[config.mk]
export PLATFORM = sky130hd
export DESIGN_NAME = rate_synth
export DESIGN_NICKNAME = d
export VERILOG_FILES = /design/src/rtl/rsyn_pkg.sv /design/src/rtl/rsyn_rate_mult.sv /design/src/rtl/rsyn_decade.sv /design/src/rtl/rsyn_guided_stage.sv /design/src/rtl/rsyn_half_fsm.sv /design/src/rtl/rate_synth.sv
export SDC_FILE = /design/constraint.sdc
export NUM_CORES = 1
export LEC_CHECK = 0
export BUFFER_PORTS_ARGS = -buffer_cell sky130_fd_sc_hd__buf_2
export CORE_MARGIN = 2
export CORE_UTILIZATION = 53
export CTS_CLUSTER_SIZE = 25
export DETAILED_ROUTE_END_ITERATION = 7
export HOLD_SLACK_MARGIN = 0.1
export PLACE_DENSITY = 0.69
export SKIP_CTS_REPAIR_TIMING = 1
export SLEW_MARGIN = 30
export SYNTH_ARGS = -nofsm -noshare
export SYNTH_HDL_FRONTEND = slang
export SYNTH_HIERARCHICAL = 1
export SYNTH_SLANG_ARGS = --single-unit
export TNS_END_PERCENT = 1
[constraint.sdc]
create_clock -name clk -period 8.32 [get_ports clk]
set_clock_uncertainty 0.2 [all_clocks]
set_input_delay 0.416 -clock clk [delete_from_list [all_inputs] [get_ports clk]]
set_output_delay 0.416 -clock clk [all_outputs]
set_load 0.01 [all_outputs]
[src/rtl/rsyn_pkg.sv]
package rsyn_pkg;

    typedef logic [3:0] bcd_t;

    // Decade gate: a decade holding count c fires on exactly d of states 0..8.
    // It never fires on 9, the only state in which a lower decade is advancing.
    function automatic logic gate_hit(bcd_t c, bcd_t d);
        int a;
        int b;
        if (c > 4'd8) return 1'b0;
        a = ((int'(c) + 1) * int'(d)) / 9;
        b = (int'(c) * int'(d)) / 9;
        return a != b;
    endfunction

    function automatic bcd_t clamp_digit(bcd_t d);
        return (d > 4'd9) ? 4'd9 : d;
    endfunction

    typedef enum logic [3:0] {
        PH_LO0, PH_LO1, PH_LO2, PH_LO3, PH_LO4,
        PH_HI0, PH_HI1, PH_HI2, PH_HI3, PH_HI4
    } half_state_t;

endpackage

[src/rtl/rsyn_rate_mult.sv]
module rsyn_rate_mult
    import rsyn_pkg::*;
#(
    parameter int DIGITS = 5
) (
    input  logic                  clk,
    input  logic                  rst,
    input  logic [4*DIGITS-1:0]   bcd_set,
    output logic                  pulse_o
);
    logic [DIGITS-1:0][3:0] cnt_q;
    logic [DIGITS-1:0][3:0] set_q;
    logic [DIGITS-1:0]      en;
    logic [DIGITS-1:0]      hit;
    logic                   wrap;

    // A decade is enabled when every decade above it holds 9.
    always_comb begin
        for (int i = 0; i < DIGITS; i++) begin
            logic e;
            e = 1'b1;
            for (int j = i + 1; j < DIGITS; j++) begin
                e = e & (cnt_q[j] == 4'd9);
            end
            en[i]  = e;
            hit[i] = e & gate_hit(cnt_q[i], set_q[i]);
        end
        wrap = en[0] & (cnt_q[0] == 4'd9);
    end

    always_ff @(posedge clk) begin
        if (rst) begin
            pulse_o <= 1'b0;
            for (int i = 0; i < DIGITS; i++) begin
                cnt_q[i] <= 4'd0;
                set_q[i] <= clamp_digit(bcd_set[4*i +: 4]);
            end
        end else begin
            pulse_o <= |hit;
            for (int i = 0; i < DIGITS; i++) begin
                if (en[i]) cnt_q[i] <= (cnt_q[i] == 4'd9) ? 4'd0 : cnt_q[i] + 4'd1;
                if (wrap)  set_q[i] <= clamp_digit(bcd_set[4*i +: 4]);
            end
        end
    end

    for (genvar g = 0; g < DIGITS; g++) begin : g_chk
        assert_decade_range_R1: assert property (@(posedge clk) disable iff (rst)
            cnt_q[g] <= 4'd9);
        assert_digit_clamp_R3: assert property (@(posedge clk) disable iff (rst)
            set_q[g] <= 4'd9);
    end

    assert_set_hold_R4: assert property (@(posedge clk) disable iff (rst)
        !wrap |=> $stable(set_q));

    assert_zero_silent_R2: assert property (@(posedge clk) disable iff (rst)
        (set_q == '0) |=> !pulse_o);

endmodule

[src/rtl/rsyn_decade.sv]
module rsyn_decade (
    input  logic clk,
    input  logic rst,
    input  logic step_i,
    output logic carry_o
);
    logic [3:0] cnt_q;

    always_ff @(posedge clk) begin
        if (rst)         cnt_q <= 4'd0;
        else if (step_i) cnt_q <= (cnt_q == 4'd9) ? 4'd0 : cnt_q + 4'd1;
    end

    assign carry_o = step_i & (cnt_q == 4'd9);

    assert_dec_range_R6: assert property (@(posedge clk) disable iff (rst)
        cnt_q <= 4'd9);

endmodule

[src/rtl/rsyn_guided_stage.sv]
module rsyn_guided_stage (
    input  logic clk,
    input  logic rst,
    input  logic step_i,
    input  logic guide_up,
    input  logic guide_dn,
    output logic carry_o
);
    logic [3:0] cnt_q;
    logic [3:0] load_val;

    // Preload is the complement of the modulus setting m; counting to 15 divides by m+1.
    always_comb begin
        unique case ({guide_up, guide_dn})
            2'b10:   load_val = 4'd7;   // setting 8  -> divide by 9
            2'b01:   load_val = 4'd5;   // setting 10 -> divide by 11
            default: load_val = 4'd6;   // setting 9  -> divide by 10
        endcase
    end

    always_ff @(posedge clk) begin
        if (rst)         cnt_q <= load_val;
        else if (step_i) cnt_q <= (cnt_q == 4'hF) ? load_val : cnt_q + 4'd1;
    end

    assign carry_o = step_i & (cnt_q == 4'hF);

    assert_reload_set_R7: assert property (@(posedge clk) disable iff (rst)
        (step_i && cnt_q == 4'hF) |=> (cnt_q >= 4'd5 && cnt_q <= 4'd7));

    assert_floor_R7: assert property (@(posedge clk) disable iff (rst)
        cnt_q >= 4'd5);

endmodule

[src/rtl/rsyn_half_fsm.sv]
module rsyn_half_fsm
    import rsyn_pkg::*;
(
    input  logic clk,
    input  logic rst,
    input  logic step_i,
    output logic sq_o
);
    half_state_t state_q;
    half_state_t state_d;

    always_ff @(posedge clk) begin
        if (rst) state_q <= PH_LO0;
        else     state_q <= state_d;
    end

    always_comb begin
        state_d = state_q;
        if (step_i) begin
            unique case (state_q)
                PH_LO0:  state_d = PH_LO1;
                PH_LO1:  state_d = PH_LO2;
                PH_LO2:  state_d = PH_LO3;
                PH_LO3:  state_d = PH_LO4;
                PH_LO4:  state_d = PH_HI0;
                PH_HI0:  state_d = PH_HI1;
                PH_HI1:  state_d = PH_HI2;
                PH_HI2:  state_d = PH_HI3;
                PH_HI3:  state_d = PH_HI4;
                PH_HI4:  state_d = PH_LO0;
                default: state_d = PH_LO0;
            endcase
        end
    end

    always_comb begin
        unique case (state_q)
            PH_HI0, PH_HI1, PH_HI2, PH_HI3, PH_HI4: sq_o = 1'b1;
            default:                                sq_o = 1'b0;
        endcase
    end

    assert_sq_step_R8: assert property (@(posedge clk) disable iff (rst)
        !$stable(sq_o) |-> $past(step_i));

endmodule

[src/rtl/rate_synth.sv]
module rate_synth #(
    parameter int DIGITS      = 5,
    parameter int DIV_STAGES  = 4,
    parameter int GUIDE_STAGE = 2
) (
    input  logic                clk,
    input  logic                rst,
    input  logic [4*DIGITS-1:0] bcd_set,
    input  logic                guide_up,
    input  logic                guide_dn,
    output logic                mul_pulse,
    output logic                sq_out
);
    localparam int MID_STAGES = DIV_STAGES - 1;

    logic [MID_STAGES:0] stage_step;

    rsyn_rate_mult #(.DIGITS(DIGITS)) u_mult (
        .clk     (clk),
        .rst     (rst),
        .bcd_set (bcd_set),
        .pulse_o (mul_pulse)
    );

    assign stage_step[0] = mul_pulse;

    for (genvar g = 0; g < MID_STAGES; g++) begin : g_stage
        if (g == GUIDE_STAGE) begin : g_guided
            rsyn_guided_stage u_stage (
                .clk      (clk),
                .rst      (rst),
                .step_i   (stage_step[g]),
                .guide_up (guide_up),
                .guide_dn (guide_dn),
                .carry_o  (stage_step[g+1])
            );
        end else begin : g_plain
            rsyn_decade u_stage (
                .clk     (clk),
                .rst     (rst),
                .step_i  (stage_step[g]),
                .carry_o (stage_step[g+1])
            );
        end
    end

    rsyn_half_fsm u_final (
        .clk    (clk),
        .rst    (rst),
        .step_i (stage_step[MID_STAGES]),
        .sq_o   (sq_out)
    );

    assert_reset_quiet_R5: assert property (@(posedge clk)
        $past(rst) |-> (!mul_pulse && !sq_out));

endmodule

Word level (Yosys, flattened, before mapping)
Memory sizes are Yosys's and may differ from the RTL's. A register that Yosys moved wholly into a read port is not among the register bits.
Index checks and enable logic that the tools add are counted.
Operators by class
  bitwise gates (word level): 14
  order comparisons: 10
  equal/unequal tests: 20
  multiplexer cells: 37
  multipliers: 10
  $add $sub $neg: 13
  reductions and logical operators: 5
  divide/modulo/power cells: 10
Operator list (count)
  32-bit by 5-bit divider with 32-bit output, second input constant: 10
  32-bit by 5-bit multiplier with 32-bit output: 5
  32-bit inequality test: 5
  4-bit 2-to-1 mux: 19
  4-bit equality test, second input constant: 10
  4-bit greater-than comparator, second input constant: 10
  4-bit by 4-bit multiplier with 8-bit output: 5
  4-bit by 1-bit adder with 4-bit output, second input constant: 8
  4-bit by 1-bit adder with 5-bit output, second input constant: 5
  20-bit 2-to-1 mux: 1
  1-bit 2-to-1 mux: 16
  1-bit bitwise AND: 14
  4-bit by 3-bit equality test with 1-bit output, second input constant: 3
  5-bit OR reduction: 2
  2-bit case mux with 2 select lines: 1
  2-bit nonzero test: 2
  2-bit by 1-bit equality test with 1-bit output, second input constant: 1
  2-bit equality test, second input constant: 1
  2-bit OR reduction: 1
Word-level totals
  memory bits (read-only): 64
  memories kept: 1
  output and inout bits: 2
  bits of input ports: 24
  register bits: 53
Memory list
  (no name shown): depth 16, width 4, read ports 1, clocked after memory_dff 1, write ports 0, line rsyn_half_fsm.sv:20  | unique case (state_q)

Depth between registers and ports, before layout
  depth after elaboration: 7
  gate-level depth with buffers: 42
  depth with buffers taken out: 37

By module
The synthesis kept the hierarchy.
Modules (own cells, without submodules)
  rsyn_rate_mult: sequential area each 1021.0 sq um, cells an instance 2527, area each 18346.3 sq um, times used 1
  rsyn_decade: sequential area each 80.1 sq um, cells an instance 19, area each 188.9 sq um, times used 2
  rsyn_half_fsm: sequential area each 80.1 sq um, cells an instance 30, area each 257.7 sq um, times used 1
  rsyn_guided_stage: sequential area each 120.1 sq um, cells an instance 19, area each 242.7 sq um, times used 1

Least setup slack after synthesis
No wires, ideal clock.
  kind: reg2reg
  start: reg u_mult/cnt_q[0] (netlist bit)
  end: reg u_mult.pulse_o
  path slack: -0.675 ns
  stages on the path, launching flop included: 40
  data required time: 7.986 ns
  arrival: 8.661 ns
  setup time: 0.134 ns
  path through: dfxtp_1 clkbuf_1 inv_1 ha_1 and2_1 fa_1 inv_1 fa_1 inv_1 ha_1 buf_6 and3_2 nor3_4 or2_2 ha_1 buf_1 nor4_1 a21o_1 [... 4 more ...] nor2_1 a21o_1 buf_4 nor2_1 xnor2_1 ha_1 nand2_1 a2111oi_4 or2_1 buf_4 nor4_4 o41ai_1 o211ai_1 nor4_2 xnor2_1 or4_1 a31oi_1 o221ai_1
On the way
  longest elaborated chain between the ends: 7
Ends and longest elaborated chain
  from (decl): line rsyn_rate_mult.sv:11  | logic [DIGITS-1:0][3:0] cnt_q;
  from (signal, indexed assignment): line rsyn_rate_mult.sv:41  | if (en[i]) cnt_q[i] <= (cnt_q[i] == 4'd9) ? 4'd0 : cnt_q[i] + 4'd1;
  4-bit by 1-bit adder with 5-bit output: line rsyn_pkg.sv:11  | a = ((int'(c) + 1) * int'(d)) / 9;
  32-bit by 5-bit multiplier with 32-bit output: line rsyn_pkg.sv:11
  32-bit by 5-bit divider with 32-bit output: line rsyn_pkg.sv:11
  32-bit inequality test: line rsyn_pkg.sv:13  | return a != b;
  1-bit 2-to-1 mux *: line rsyn_pkg.sv:11
  1-bit bitwise AND *: line rsyn_rate_mult.sv:26  | hit[i] = e & gate_hit(cnt_q[i], set_q[i]);
  5-bit OR reduction *: line rsyn_rate_mult.sv:39  | pulse_o <= |hit;
  to (signal assigned): line rsyn_rate_mult.sv:39
  to (decl): line rsyn_rate_mult.sv:9  | output logic pulse_o
Every way passes the cells marked *; elsewhere a longest branch is shown, timed or not.
A chain may end at the register's enable or synchronous reset.

Worst setup path after layout
Same ends and word-level chain as after synthesis.

==> metrics.md <==
| Metric | Value |
|---|---|
| Hold path start | bcd_set[19] |
| Predominant post-synthesis flop cell | dfxtp_1 |
| Dpl cells | about 3,200 |
| Commonest cells in the synthesized netlist | nand2_1, nor2_1, ha_1, inv_1, a21oi_1 |
| CP Launch Point | u_mult/cnt_q[0]$_SDFFE_PP0P_ |
| Root Buffer | clkbuf_16 |
| Min-Delay Path Depth | 1 |
| DRC | 0 |
| Area contributors post-synth | ha_1, fa_1, nand2_1 |
| H-Tree Depth | 3 |
| Detailed Place HPWL | roughly 42 mm |
| Vias in the first global route | 19,750 |
| Most frequent CP cell | ha_4 |
| Crit share post-route | 100% |
| Layout filler cell count | between 3,000 and 4,000 |
| DR vias | 21,082 |
| Die Wd | 194 um |
| Fin. Hold Viols | 0 |
| Complex-gate fraction of the synthesized area | 31.6% |
| Worst-margin pin slew | 0.954 ns |
| Die height | 194 um |
| Top Ports | 26 |
| Required @ worst endpoint | 8.31 ns |
| VDD IR max | 84.8 uV |
| CP Capture Type | flip-flop |
| Wire per inst | 16.6 um |
| Final Cell Area | 23,200 um2 |
| CTS tree | yes |
| All-Layer GR Usage | between 20% and 30% |
| EDFF count, synth | 24 |
| Post-Synth XOR/XNOR Area | under 10% |
| Share of cells above drive strength 1 | a little under a quarter |
| I/O Buffers | 25 |
| Slew HR | 36.0% |
| Drt via density | 6.37 |
| Final Critical Period | 8.32 ns |
| Area grow syn2layout | 20.9% |
| Mapped Cells | 2,614 |
| Initial antenna violation count | 3 |
| Starting Density | 53.9% |
| Synth cell types | 132 |
| Clk slew on worst S/H paths | approximately 0.050 ns |
| Worst flop-to-flop path startpoint | u_mult/cnt_q[0]$_SDFFE_PP0P_ |
| DR pass1 iterations | 6 |
| FP Rows | 69 |
| Status | complete, no violations |
| Total gr overflow | 0 |
| Post-DP Area | 21,500 um2 |
| Warnings, synthesis | 6 |
| Post-synthesis adder-cell area fraction | between 15 and 20% |
| Max-Cap Viols | 0 |
| Global-route wire length before repair | 90.4 mm |
| Hold EP | u_mult/set_q[19]$_SDFFCE_PN1P_ |
| Largest net degree at the start of global routing | 36 |
| Detailed Route WL | between 50 and 60 mm |
| Synth Register Bits | 57 |
| Post-synthesis mux area share | 2.26% |
| Area leader, netlist | ha_1 |
| Max Slew Vio Count | 0 |
| Synth async-reset ratio | 0% |
| Hold Crit Class | primary input to flip-flop |
| DIE AREA | 37,800 um2 |
| Leak | around 10 nW |
| Combinational family with the most area after synthesis | compound AO/OA/AOI/OAI gates |
| Avg Inst Size Synth | 7.35 um2 |
| Critical-path maximum fanout | 6 |
| Post-DRT Antenna Nets | 0 |
| Gpl congestion | about 0.95 |
| Syn nets | 2,870 |
| Final setup viols | 0 |
| Post-route insts no fill | 3,308 |
| Initial drt markers | 1,619 |
| CTS Buf Count | 9 |
| R2r setup slk | ~0.0040 ns |
| Worst skew pair latency | 0.32 ns |
| CTS max path bufs | 2 |
| Top-count cell post-synth | nand2_1 |
| Synth top area share | 11.8% |
| R2R cell count | 36 |
| R2R Path End | u_mult/pulse_o$_SDFF_PP0_ |
| Sum of negative setup slack | 0 ns |
| Crit start category | flip-flop |
| Setup CP Type | flip-flop to flip-flop |
| Sink Count | 57 |
| Slowest CP cell | fa_1 |
| Cell area power density | 62.1 nW/um2 |
| Mapped Area | 19,200 um2 |
| Total power | 1.44 mW |
| Seq/Total Area, Yosys | 7.19% |
| Core Area | 35,700 um2 |
| Final Core Density | roughly two thirds |
| Worst stage delay on the critical path | 0.56 ns |
| Simple-gate share of the synthesized area | 28.6% |
| Nets@finish | 3,095 |
| Maximum clock rate | 120 MHz |
| Data arrival, critical path | 8.30 ns |
| RSZ-0062 raised after global routing | yes |
[routing by layer]
layer | up-vias | global-route usage [%] | wire, um
met4 | 0 | 5.70 | 862
li1 | 10249 | - | -
met5 | - | 0 | 0
met1 | 10103 | 36.2 | 24900
met3 | 78 | 1.27 | 2250
met2 | 652 | 47.8 | 27000
[registers in the layout, indices dropped and copies added, names as in the netlist]
name and cells:
u_mult/set_q 20, u_mult/cnt_q 20, u_mult/pulse_o 1, g_stage.g_plain.u_stage/cnt_q 8
u_final/state_q 4, g_stage.g_guided.u_stage/cnt_q 4
[metrics by stage]
step	hold WS, ns	worst slack, ns
after floorplan	0.277	0.0000657
after global placement	0.282	0.000941
after detailed placement	0.289	-0.224
after CTS	0.103	-0.298
after global routing	0.115	-0.268
final	0.109	0.00397
[power by group]
part           switching (mW)  total (mW)  internal (mW)
clock                   0.126       0.415          0.289
combinational           0.384       0.688          0.304
sequential             0.0289       0.340          0.311
[worst max-delay path by stage]
stage | to | slack (ns) | depth (start not counted)
6_report | u_mult/pulse_o$_SDFF_PP0_ | 0.004 | 36
5_1_grt | u_mult/pulse_o$_SDFF_PP0_ | -0.27 | 35
4_1_cts | u_mult/pulse_o$_SDFF_PP0_ | -0.30 | 35
3_5_place_dp | u_mult/pulse_o$_SDFF_PP0_ | -0.22 | 35
3_3_place_gp | u_mult/pulse_o$_SDFF_PP0_ | 0.0009 | 35
2_1_floorplan | u_mult/pulse_o$_SDFF_PP0_ | 0.00007 | 39
[area by class of cell]
type,instances,area (um2),share of cell area [%]
well taps,461,577,2.48
clock buffers,9,225,0.969
diodes,3,7.51,0.0323
flip-flops and latches,57,1410,6.06
clock inverters,7,109,0.468
inverters,171,642,2.76
multi-input cells,2283,17900,77.2
repair buffers,317,2340,10.1
[cells in the final DEF (no fill, tap or decap), types with 42 or more instances in the layout]
cell	synthesis	final
buf_4	4	289
nand2_1	229	224
nor2_1	192	188
ha_1	182	160
inv_1	166	159
a21oi_1	150	135
and2_1	125	122
o21ai_0	130	121
xnor2_1	90	86
nand3_1	71	66
nor3_1	67	60
xor2_1	54	50
nor2b_1	53	47
fa_1	50	47
a21o_1	47	44
nand2b_1	42	42
[kinds of logic after synthesis]
logic type / count (synthesis)
xor gates and xnor gates: 146
and+or+nand+nor: 1023
muxes: 41
AOI/OAI and AO/OA: 827
DFF: 57
buffers and inverters: 274
adders and majority gates: 246
[critical path: cells and delay by family, from the launching register on]
family	cells	cell delay, ns
buffers and inverters	5	0.55
DFF	1	0.37
xor gates and xnor gates	2	0.30
and+or+nand+nor	11	2.14
AOI/OAI and AO/OA	12	2.59
adders and majority gates	6	2.06
No activity file was read; power rests on OpenSTA's default activity.
